<file path="src/rtl/sockstat_pkg.sv">
package sockstat_pkg;
  localparam int EVT_N  = 4;
  localparam int PRES_W = 14;
  localparam int SENSE_W = 6;

  // present-state / force bit positions
  localparam int PB_16BIT  = 4;
  localparam int PB_CB     = 5;
  localparam int PB_RSVD   = 6;
  localparam int PB_NOCARD = 7;
  localparam int PB_DLOST  = 8;
  localparam int PB_BADV   = 9;
  localparam int PB_V5     = 10;
  localparam int PB_V3     = 11;
  localparam int PB_VX     = 12;
  localparam int PB_VY     = 13;
  localparam int FB_REPOLL = 14;

  typedef enum logic [1:0] {
    SEL_EVT   = 2'd0,
    SEL_MASK  = 2'd1,
    SEL_PRES  = 2'd2,
    SEL_FORCE = 2'd3
  } reg_sel_e;
endpackage

</file>
<file path="src/rtl/sockstat_dec.sv">
module sockstat_dec
  import sockstat_pkg::*;
#(
  parameter int DATA_W = 32,
  parameter int ADDR_W = 4
) (
  input  logic              bus_wr,
  input  logic [ADDR_W-1:0] bus_addr,
  input  logic [EVT_N-1:0]  evt_q,
  input  logic [EVT_N-1:0]  mask_q,
  input  logic [PRES_W-1:0] pres_q,
  output logic              wr_evt,
  output logic              wr_mask,
  output logic              wr_force,
  output logic [DATA_W-1:0] rdata
);
  reg_sel_e sel;
  logic     unused_addr_lo;

  assign sel            = reg_sel_e'(bus_addr[3:2]);
  assign unused_addr_lo = ^{bus_addr[1:0], bus_addr[ADDR_W-1:2]};

  always_comb begin
    wr_evt   = 1'b0;
    wr_mask  = 1'b0;
    wr_force = 1'b0;
    if (bus_wr) begin
      case (sel)
        SEL_EVT:   wr_evt   = 1'b1;
        SEL_MASK:  wr_mask  = 1'b1;
        SEL_FORCE: wr_force = 1'b1;
        default:   ;
      endcase
    end
  end

  always_comb begin
    rdata = '0;
    case (sel)
      SEL_EVT:  rdata[EVT_N-1:0]  = evt_q;
      SEL_MASK: rdata[EVT_N-1:0]  = mask_q;
      SEL_PRES: rdata[PRES_W-1:0] = pres_q;
      default:  rdata = '0;
    endcase
  end
endmodule

</file>
<file path="src/rtl/sockstat_evt.sv">
module sockstat_evt
  import sockstat_pkg::*;
#(
  parameter int N = EVT_N
) (
  input  logic         clk,
  input  logic         rst_n,
  input  logic         wr_evt,
  input  logic         wr_mask,
  input  logic [N-1:0] wbits,
  input  logic [N-1:0] hw_set,
  input  logic [N-1:0] force_set,
  output logic [N-1:0] evt_q,
  output logic [N-1:0] mask_q,
  output logic         irq
);
  logic [N-1:0] evt_d, clr;
  logic         evt_en;

  always_comb begin
    clr    = wr_evt ? wbits : '0;
    evt_d  = (evt_q & ~clr) | hw_set | force_set;
    evt_en = wr_evt | (|hw_set) | (|force_set);
  end

  always_ff @(posedge clk or negedge rst_n) begin
    if (!rst_n) begin
      evt_q <= '0;
    end else if (evt_en) begin
      evt_q <= evt_d;
    end
  end

  always_ff @(posedge clk or negedge rst_n) begin
    if (!rst_n) begin
      mask_q <= '0;
    end else if (wr_mask) begin
      mask_q <= wbits;
    end
  end

  assign irq = |(evt_q & mask_q);
endmodule

</file>
<file path="src/rtl/sockstat_pres.sv">
module sockstat_pres
  import sockstat_pkg::*;
(
  input  logic               clk,
  input  logic               rst_n,
  input  logic [EVT_N-1:0]   live_in,
  input  logic               force_wr,
  input  logic [FB_REPOLL:0] fdata,
  input  logic               done,
  input  logic [SENSE_W-1:0] sense,
  output logic [PRES_W-1:0]  pres_q,
  output logic               pwr_q,
  output logic               req_q,
  output logic               busy_q
);
  localparam logic [PRES_W-1:0] FORCE_MASK =
    PRES_W'((1 << PB_16BIT) | (1 << PB_CB) | (1 << PB_NOCARD) | (1 << PB_DLOST) |
            (1 << PB_BADV) | (1 << PB_V5) | (1 << PB_V3) | (1 << PB_VX) | (1 << PB_VY));

  logic [PRES_W-1:0] pres_d;
  logic              pwr_d, busy_d, start, done_ok, volt_force;

  always_comb begin
    done_ok    = done & busy_q;
    start      = force_wr & fdata[FB_REPOLL] & ~busy_q;
    volt_force = force_wr & (|fdata[PB_VY:PB_V5]);

    pres_d = pres_q;
    pres_d[EVT_N-1:0] = live_in;
    if (done_ok) begin
      pres_d[PB_16BIT]  = sense[0];
      pres_d[PB_CB]     = sense[1];
      pres_d[PB_V5]     = sense[2];
      pres_d[PB_V3]     = sense[3];
      pres_d[PB_VX]     = sense[4];
      pres_d[PB_VY]     = sense[5];
      pres_d[PB_NOCARD] = 1'b0;
      pres_d[PB_DLOST]  = 1'b0;
      pres_d[PB_BADV]   = 1'b0;
    end
    if (force_wr) begin
      pres_d = pres_d | (fdata[PRES_W-1:0] & FORCE_MASK);
    end
    pres_d[PB_RSVD] = 1'b0;

    pwr_d = pwr_q;
    if (done_ok)    pwr_d = 1'b1;
    if (volt_force) pwr_d = 1'b0;

    busy_d = busy_q;
    if (done_ok) busy_d = 1'b0;
    if (start)   busy_d = 1'b1;
  end

  always_ff @(posedge clk or negedge rst_n) begin
    if (!rst_n) begin
      pres_q <= '0;
      pwr_q  <= 1'b1;
      busy_q <= 1'b0;
      req_q  <= 1'b0;
    end else begin
      pres_q <= pres_d;
      pwr_q  <= pwr_d;
      busy_q <= busy_d;
      req_q  <= start;
    end
  end
endmodule

</file>
<file path="src/rtl/sockstat_bank.sv">
module sockstat_bank
  import sockstat_pkg::*;
#(
  parameter int DATA_W = 32,
  parameter int ADDR_W = 4
) (
  input  logic               clk,
  input  logic               rst_n,
  input  logic               bus_wr,
  input  logic [ADDR_W-1:0]  bus_addr,
  input  logic [DATA_W-1:0]  bus_wdata,
  output logic [DATA_W-1:0]  bus_rdata,
  input  logic [EVT_N-1:0]   hw_evt,
  input  logic [EVT_N-1:0]   live_sts,
  input  logic [SENSE_W-1:0] sense_card,
  output logic               interrog_req,
  input  logic               interrog_done,
  output logic               pwr_ctl_en,
  output logic               irq
);
  logic              wr_evt, wr_mask, wr_force;
  logic [EVT_N-1:0]  evt_q, mask_q, force_evt;
  logic [PRES_W-1:0] pres_q;
  logic              busy;
  logic              unused_wdata_hi;

  assign unused_wdata_hi = ^bus_wdata[DATA_W-1:FB_REPOLL+1];
  assign force_evt       = wr_force ? bus_wdata[EVT_N-1:0] : '0;

  sockstat_dec #(.DATA_W(DATA_W), .ADDR_W(ADDR_W)) u_dec (
    .bus_wr   (bus_wr),
    .bus_addr (bus_addr),
    .evt_q    (evt_q),
    .mask_q   (mask_q),
    .pres_q   (pres_q),
    .wr_evt   (wr_evt),
    .wr_mask  (wr_mask),
    .wr_force (wr_force),
    .rdata    (bus_rdata)
  );

  sockstat_evt #(.N(EVT_N)) u_evt (
    .clk       (clk),
    .rst_n     (rst_n),
    .wr_evt    (wr_evt),
    .wr_mask   (wr_mask),
    .wbits     (bus_wdata[EVT_N-1:0]),
    .hw_set    (hw_evt),
    .force_set (force_evt),
    .evt_q     (evt_q),
    .mask_q    (mask_q),
    .irq       (irq)
  );

  sockstat_pres u_pres (
    .clk      (clk),
    .rst_n    (rst_n),
    .live_in  (live_sts),
    .force_wr (wr_force),
    .fdata    (bus_wdata[FB_REPOLL:0]),
    .done     (interrog_done),
    .sense    (sense_card),
    .pres_q   (pres_q),
    .pwr_q    (pwr_ctl_en),
    .req_q    (interrog_req),
    .busy_q   (busy)
  );
endmodule

</file>
<file path="config.mk">
export PLATFORM = sky130hd
export DESIGN_NAME = sockstat_bank
export DESIGN_NICKNAME = d
export VERILOG_FILES = /design/src/rtl/sockstat_pkg.sv /design/src/rtl/sockstat_dec.sv /design/src/rtl/sockstat_evt.sv /design/src/rtl/sockstat_pres.sv /design/src/rtl/sockstat_bank.sv
export SDC_FILE = /design/constraint.sdc
export NUM_CORES = 1
export LEC_CHECK = 0
export BUFFER_PORTS_ARGS = -buffer_cell sky130_fd_sc_hd__buf_2
export CORE_ASPECT_RATIO = 0.7
export CORE_MARGIN = 5
export CORE_UTILIZATION = 37
export DETAILED_ROUTE_END_ITERATION = 10
export PLACE_DENSITY = 0.83
export SLEW_MARGIN = 30
export SYNTH_ARGS = -nofsm -noshare
export SYNTH_HDL_FRONTEND = slang
export SYNTH_SLANG_ARGS = --single-unit
export TNS_END_PERCENT = 20
</file>
<file path="constraint.sdc">
create_clock -name clk -period 1.1 [get_ports clk]
set_clock_uncertainty 0.05 [all_clocks]
set_input_delay 0.165 -clock clk [delete_from_list [all_inputs] [get_ports clk]]
set_output_delay 0.165 -clock clk [all_outputs]
set_load 0.02 [all_outputs]
</file>
# Word level (Yosys, flattened, before mapping)
# Index checks and enable logic that the tools add are counted.
totals:
  regBits: 24
  wordCells: 46
  in_bits: 54
  output_inout_bits: 35
classes:
  n_mux: 17
  n_reduce_logical: 7
  eq_ne: 3
  bitwise_logic: 13
op_table:
  columns: ["op", "n"]
  rows:
  - ["OR reduction 4 bit", 4]
  - ["two-way mux 14 bit", 1]
  - ["OR 14 bit", 1]
  - ["case mux 4 bit (3 select lines)", 1]
  - ["two-way mux 1 bit", 10]
  - ["two-way mux 10 bit", 1]
  - ["AND 4 bit", 2]
  - ["two-way mux 4 bit", 2]
  - ["OR 4 bit", 2]
  - ["two-way mux 7 bit", 1]
  - ["AND 1 bit", 4]
  - ["equality test 2 bit, second input constant", 2]
  - ["inverter 4 bit", 1]
  - ["nonzero test 2 bit", 2]
  - ["equality test 2 x 1 -> 1 bit, second input constant", 1]
  - ["zero test 2 bit", 1]
  - ["two-way mux 2 bit", 1]
  - ["OR 1 bit", 2]
  - ["inverter 1 bit", 1]

# Logic depth before layout (Yosys ltp)
logic_depth:
  ltp_word: 8
  depth_mapped: 3
  depth_no_buf: 2

# Hierarchy
# Synthesis repeated with hierarchy kept, for this count alone.
unflattened:
  cells_unflattened: 114
  area_unflattened_um2: 1276.2
by_module_without_submodules:
  columns: ["mod", "area_each_um2", "cells_each", "instances"]
  rows:
  - ["sockstat_pres", 595.6, 43, 1]
  - ["sockstat_dec", 341.6, 44, 1]
  - ["sockstat_evt", 314.1, 23, 1]
  - ["sockstat_bank", 25.0, 4, 1]

# Worst setup path after synthesis
# Ideal clock, no wire load.
synth_timing:
  kind: "register to register"
  start: "register u_pres.busy_q"
  end: "register u_pres.pres_q[10]"
  arrival_ns: 0.925
  setup_time_ns: 0.126
  t_required_ns: 0.924
  path_slack_ns: -0.001
  stages_incl_launch_ff: 4
  n_path_buf: 1
  path_cell_list: "dfrtp_1 > clkbuf_2 > nand2_1 > a221o_1"
synth_via:
  elab_chain_len: 4
synth_rtl:
  columns: ["item", "line_no", "source"]
  rows:
  - ["from (decl)", "sockstat_pres.sv:14", "output logic busy_q"]
  - ["from (signal assigned)", "sockstat_pres.sv:64", "busy_q <= busy_d;"]
  - ["AND 1 bit (*)", "sockstat_pres.sv:24", "done_ok = done & busy_q;"]
  - ["two-way mux 7 bit (*)", "sockstat_pres.sv:30", "if (done_ok) begin"]
  - ["OR 14 bit", "sockstat_pres.sv:42", "pres_d = pres_d | (fdata[PRES_W-1:0] & FORCE_MASK);"]
  - ["two-way mux 14 bit (*)", "sockstat_pres.sv:41", "if (force_wr) begin"]
  - ["named net u_pres.pres_d[10]", "sockstat_pres.sv:20", "logic [PRES_W-1:0] pres_d;"]
  - ["to (signal assigned)", "sockstat_pres.sv:62", "pres_q <= pres_d;"]
  - ["to (decl)", "sockstat_pres.sv:11", "output logic [PRES_W-1:0] pres_q,"]
# Mark *: on every way through the listed nets, which the timed path passes. The rest lies on a longest branch.
# A chain may end at the register's enable or synchronous reset.

# Worst setup path in the final report
layout_timing:
  start: "register u_evt.mask_q[3]"
  end: "output irq"
layout_via:
  elab_chain_len: 2
layout_rtl:
  columns: ["item", "line_no", "source"]
  rows:
  - ["from (decl)", "sockstat_evt.sv:14", "output logic [N-1:0] mask_q,"]
  - ["from (signal assigned)", "sockstat_evt.sv:38", "mask_q <= wbits;"]
  - ["AND 4 bit", "sockstat_evt.sv:42", "assign irq = |(evt_q & mask_q);"]
  - ["OR reduction 4 bit", "sockstat_evt.sv:42", null]
  - ["to (decl)", "sockstat_bank.sv:19", "output logic irq"]
# Every way passes these cells.

==> reports/metrics.csv <==
stage,metric,value,unit
place,dpl_cell_area,1540,um2
finish,fin_area,1700,um2
place,place_hpwl,2370,um
route,detail_route.iter0.violations,39,
power_and_ir_drop,leakage,0.872,nW
floorplan,die-width,80.5,um
finish,post-route-util,0.521,
route,detailed_routing_iteration_count_for_the_pre_antenna_repair_pass,4,
synth,synth_seq_cells,24,
clock_network,tritoncts,built,
floorplan,fp.dieArea,4770,um2
floorplan,core_area,3250,um2
run_status,failed_checks,setup timing,
critical_path,crit_chain,a22oi_2 -> nand2_1 -> buf_6,
sta,final_setup_violating_endpoints,15,
floorplan,floorplan.initialDensity,0.395,
clock_network,tritoncts_num_sinks,24,
flow_run,maxCapViolations,0,
sta,maxSlewViolCount,0,
critical_path,worstPathRequired,0.88,ns
critical_path,worstSetupPathType,register to output port,
critical_path,crit_path_start_kind,register,
synth,syn-mean-instance-area,11.5,um2
synth,yosys.area.top_type,sky130_fd_sc_hd__dfrtp_1,
global_route,grt_pass1_vias,1005,
place,place.port_buffers,49,
place,numPlacedInstances,209,
route,via_count,1018,
clock_network,cts-root-buf,sky130_fd_sc_hd__clkbuf_8,
global_route,grt_remaining_overflow,0,
global_route,antenna_violations_before_repair,0,
route,antenna_left,0,
synth,mappedNetlistArea,1290,um2
synth,synth.yosys.seq_area_share,0.468,
synth,yosysWarningCount,0,
synth,synthDominantCellAreaShare,0.447,
sta,totalNegativeSetupSlack,-1.66,ns
synth,leading_cell_types_by_total_area_after_synthesis,"sky130_fd_sc_hd__dfrtp_1, sky130_fd_sc_hd__buf_4, sky130_fd_sc_hd__a221o_1, sky130_fd_sc_hd__and2_1, sky130_fd_sc_hd__mux2i_1",
route,wl_per_cell,14.5,um
finish,non_filler_instance_count_after_layout,219,
clock_network,insertion_delay,0.26,ns
global_route,grt.total_usage,0.131,
route,drc,0,
global_route,grt_first_pass_wirelength,4710,um
critical_path,worst_setup_path_end_kind,output port,
power_and_ir_drop,power_density,1350,nW/um2
critical_path,crit_slowest_cell,sky130_fd_sc_hd__dfrtp_1,
sta,hold_viol_final,0,
synth,synthesis.instances,112,
sta,max_freq,0.753,GHz
finish,diodes,0,
finish,fillCellCount,302,
run_status,outcome,finished with violations,
critical_path,critical_path_arrival,1.11,ns
clock_network,ctsHtreeMaxLevel,1,
sta,final.hold.worst_slack,0.0418,ns
finish,area_added_between_synthesis_and_finish,31.9,%
power_and_ir_drop,irDropWorstVdd,0.572,mV
sta,final.period_utilization,1.21,
place,placement.setup.worst_slack,-0.0908,ns
min_path,hold_path.class,input port to register,
sta,rsz_0062_raised_after_global_routing,yes,
clock_network,cts-buffers-inserted,3,
finish,drive_gt1_frac,0.430,
route,routed_wirelength,3180,um
finish,design.final.nets,227,
route,avgViaCountPerCell,4.65,
floorplan,die_h,59.3,um
critical_path,cpPeakStageDelay,0.41,ns
place,gp_congestion,0.806,
power_and_ir_drop,totalPowerFinal,2.30,mW
synth,synth.lib_cells_used.distinct,26,
sta,post_route_minimum_period,1.33,ns
critical_path,cp_max_fo,3,
global_route,grt_max_degree,25,
sta,postLayoutSetupSlackWorst,-0.228,ns
clock_network,clkTransAtPathRegs,0.08,ns
clock_network,bufs_on_longest_clock_path,2,
floorplan,num_rows,17,
floorplan,number_of_top_level_pins,89,
## worst max-delay path: cells and delay by family, from the launching register on
kind	cells	cell delay, ns
DFF	1	0.41
AOI/OAI and AO/OA	1	0.21
buffers and inverters	1	0.14
and+or+nand+nor	1	0.09
## metal layers
layer | track usage | part of all wire
met5 | 0 | 0
met1 | 0.171 | 0.43
met3 | 0.0228 | 0.053
met2 | 0.222 | 0.50
met4 | 0.0458 | 0.018
## logic make-up after synthesis
family                 Yosys count  synth area share
AO/OA/AOI/OAI                   25             0.164
buffers and inverters           26             0.147
flip-flops                      24             0.468
multiplexers                     9            0.0739
other                            1           0.00292
AND/OR/NAND/NOR                 27             0.144
## report_power, final
group / switching (mW) / internal [mW] / total, mW / leakage, nW
logic: 0.313 / 0.295 / 0.608 / 0.576
registers: 0.0846 / 1.02 / 1.10 / 0.268
clock network: 0.268 / 0.319 / 0.587 / 0.0288
## placed cells by master, fill, tap and decap left out, drive strengths merged, types with 4 or more instances in the layout
cell,n
o2bb2ai,4
and3,7
dfrtp,23
buf,59
dlygate4sd3,5
mux2i,5
a41oi,4
o21bai,4
clkbuf,4
a221o,6
mux2,4
conb,19
and2,9
## worst paths after layout
path | startpoint | to | slack (ns) | depth (start not counted)
setup / recovery | u_evt.mask_q[3] | irq | -0.23 | 3
hold / removal | hw_evt[2] | u_evt.evt_q[2] | 0.04 | 2
setup reg to reg | u_pres.busy_q | u_pres.pres_q[4] | 0.03 | 2
hold reg to reg | u_pres.pres_q[7] | u_pres.pres_q[7] | 0.45 | 1
max in group asynchronous | rst_n | u_pres.pwr_q | 0.32 | 3
min in group asynchronous | rst_n | u_evt.evt_q[2] | 0.38 | 3
## timing repair
item                                   in CTS  in global routing
pin swaps                                   5                  2
gates resized for setup                    13                  1
setup endpoints to repair                  21                 16
hold buffers                                5                  0
endpoints found under the hold margin      27                  0
buffers inserted                            1                  0
## cell type report
type | instances | area [um2] | area share
Sequential cell | 24 | 603 | 0.355
Multi-Input combinational cell | 80 | 581 | 0.342
Timing Repair Buffer | 64 | 399 | 0.235
Tap cell | 47 | 58.8 | 0.0347
Clock buffer | 4 | 55.1 | 0.0324
## cell usage after synthesis (all sizes together)
library cell	count
a21oi	2
a221o	6
a22o	3
a22oi	2
a41oi	4
and2	9
and2b	1
and3	7
and4bb	2
buf	24
clkbuf	2
conb	1
dfrtp	23
dfstp	1
mux2	4
mux2i	5
nand2	2
nand3b	1
nand4	1
nor2	1
nor4bb	2
o21bai	4
o2bb2ai	4
or4	1
## sequential cells by signal (all words and copies together) (netlist names)
signal         count
u_pres.pres_q     13
u_evt.mask_q       4
u_pres.req_q       1
u_evt.evt_q        4
u_pres.busy_q      1
u_pres.pwr_q       1
No activity file was read; power rests on OpenSTA's default activity.
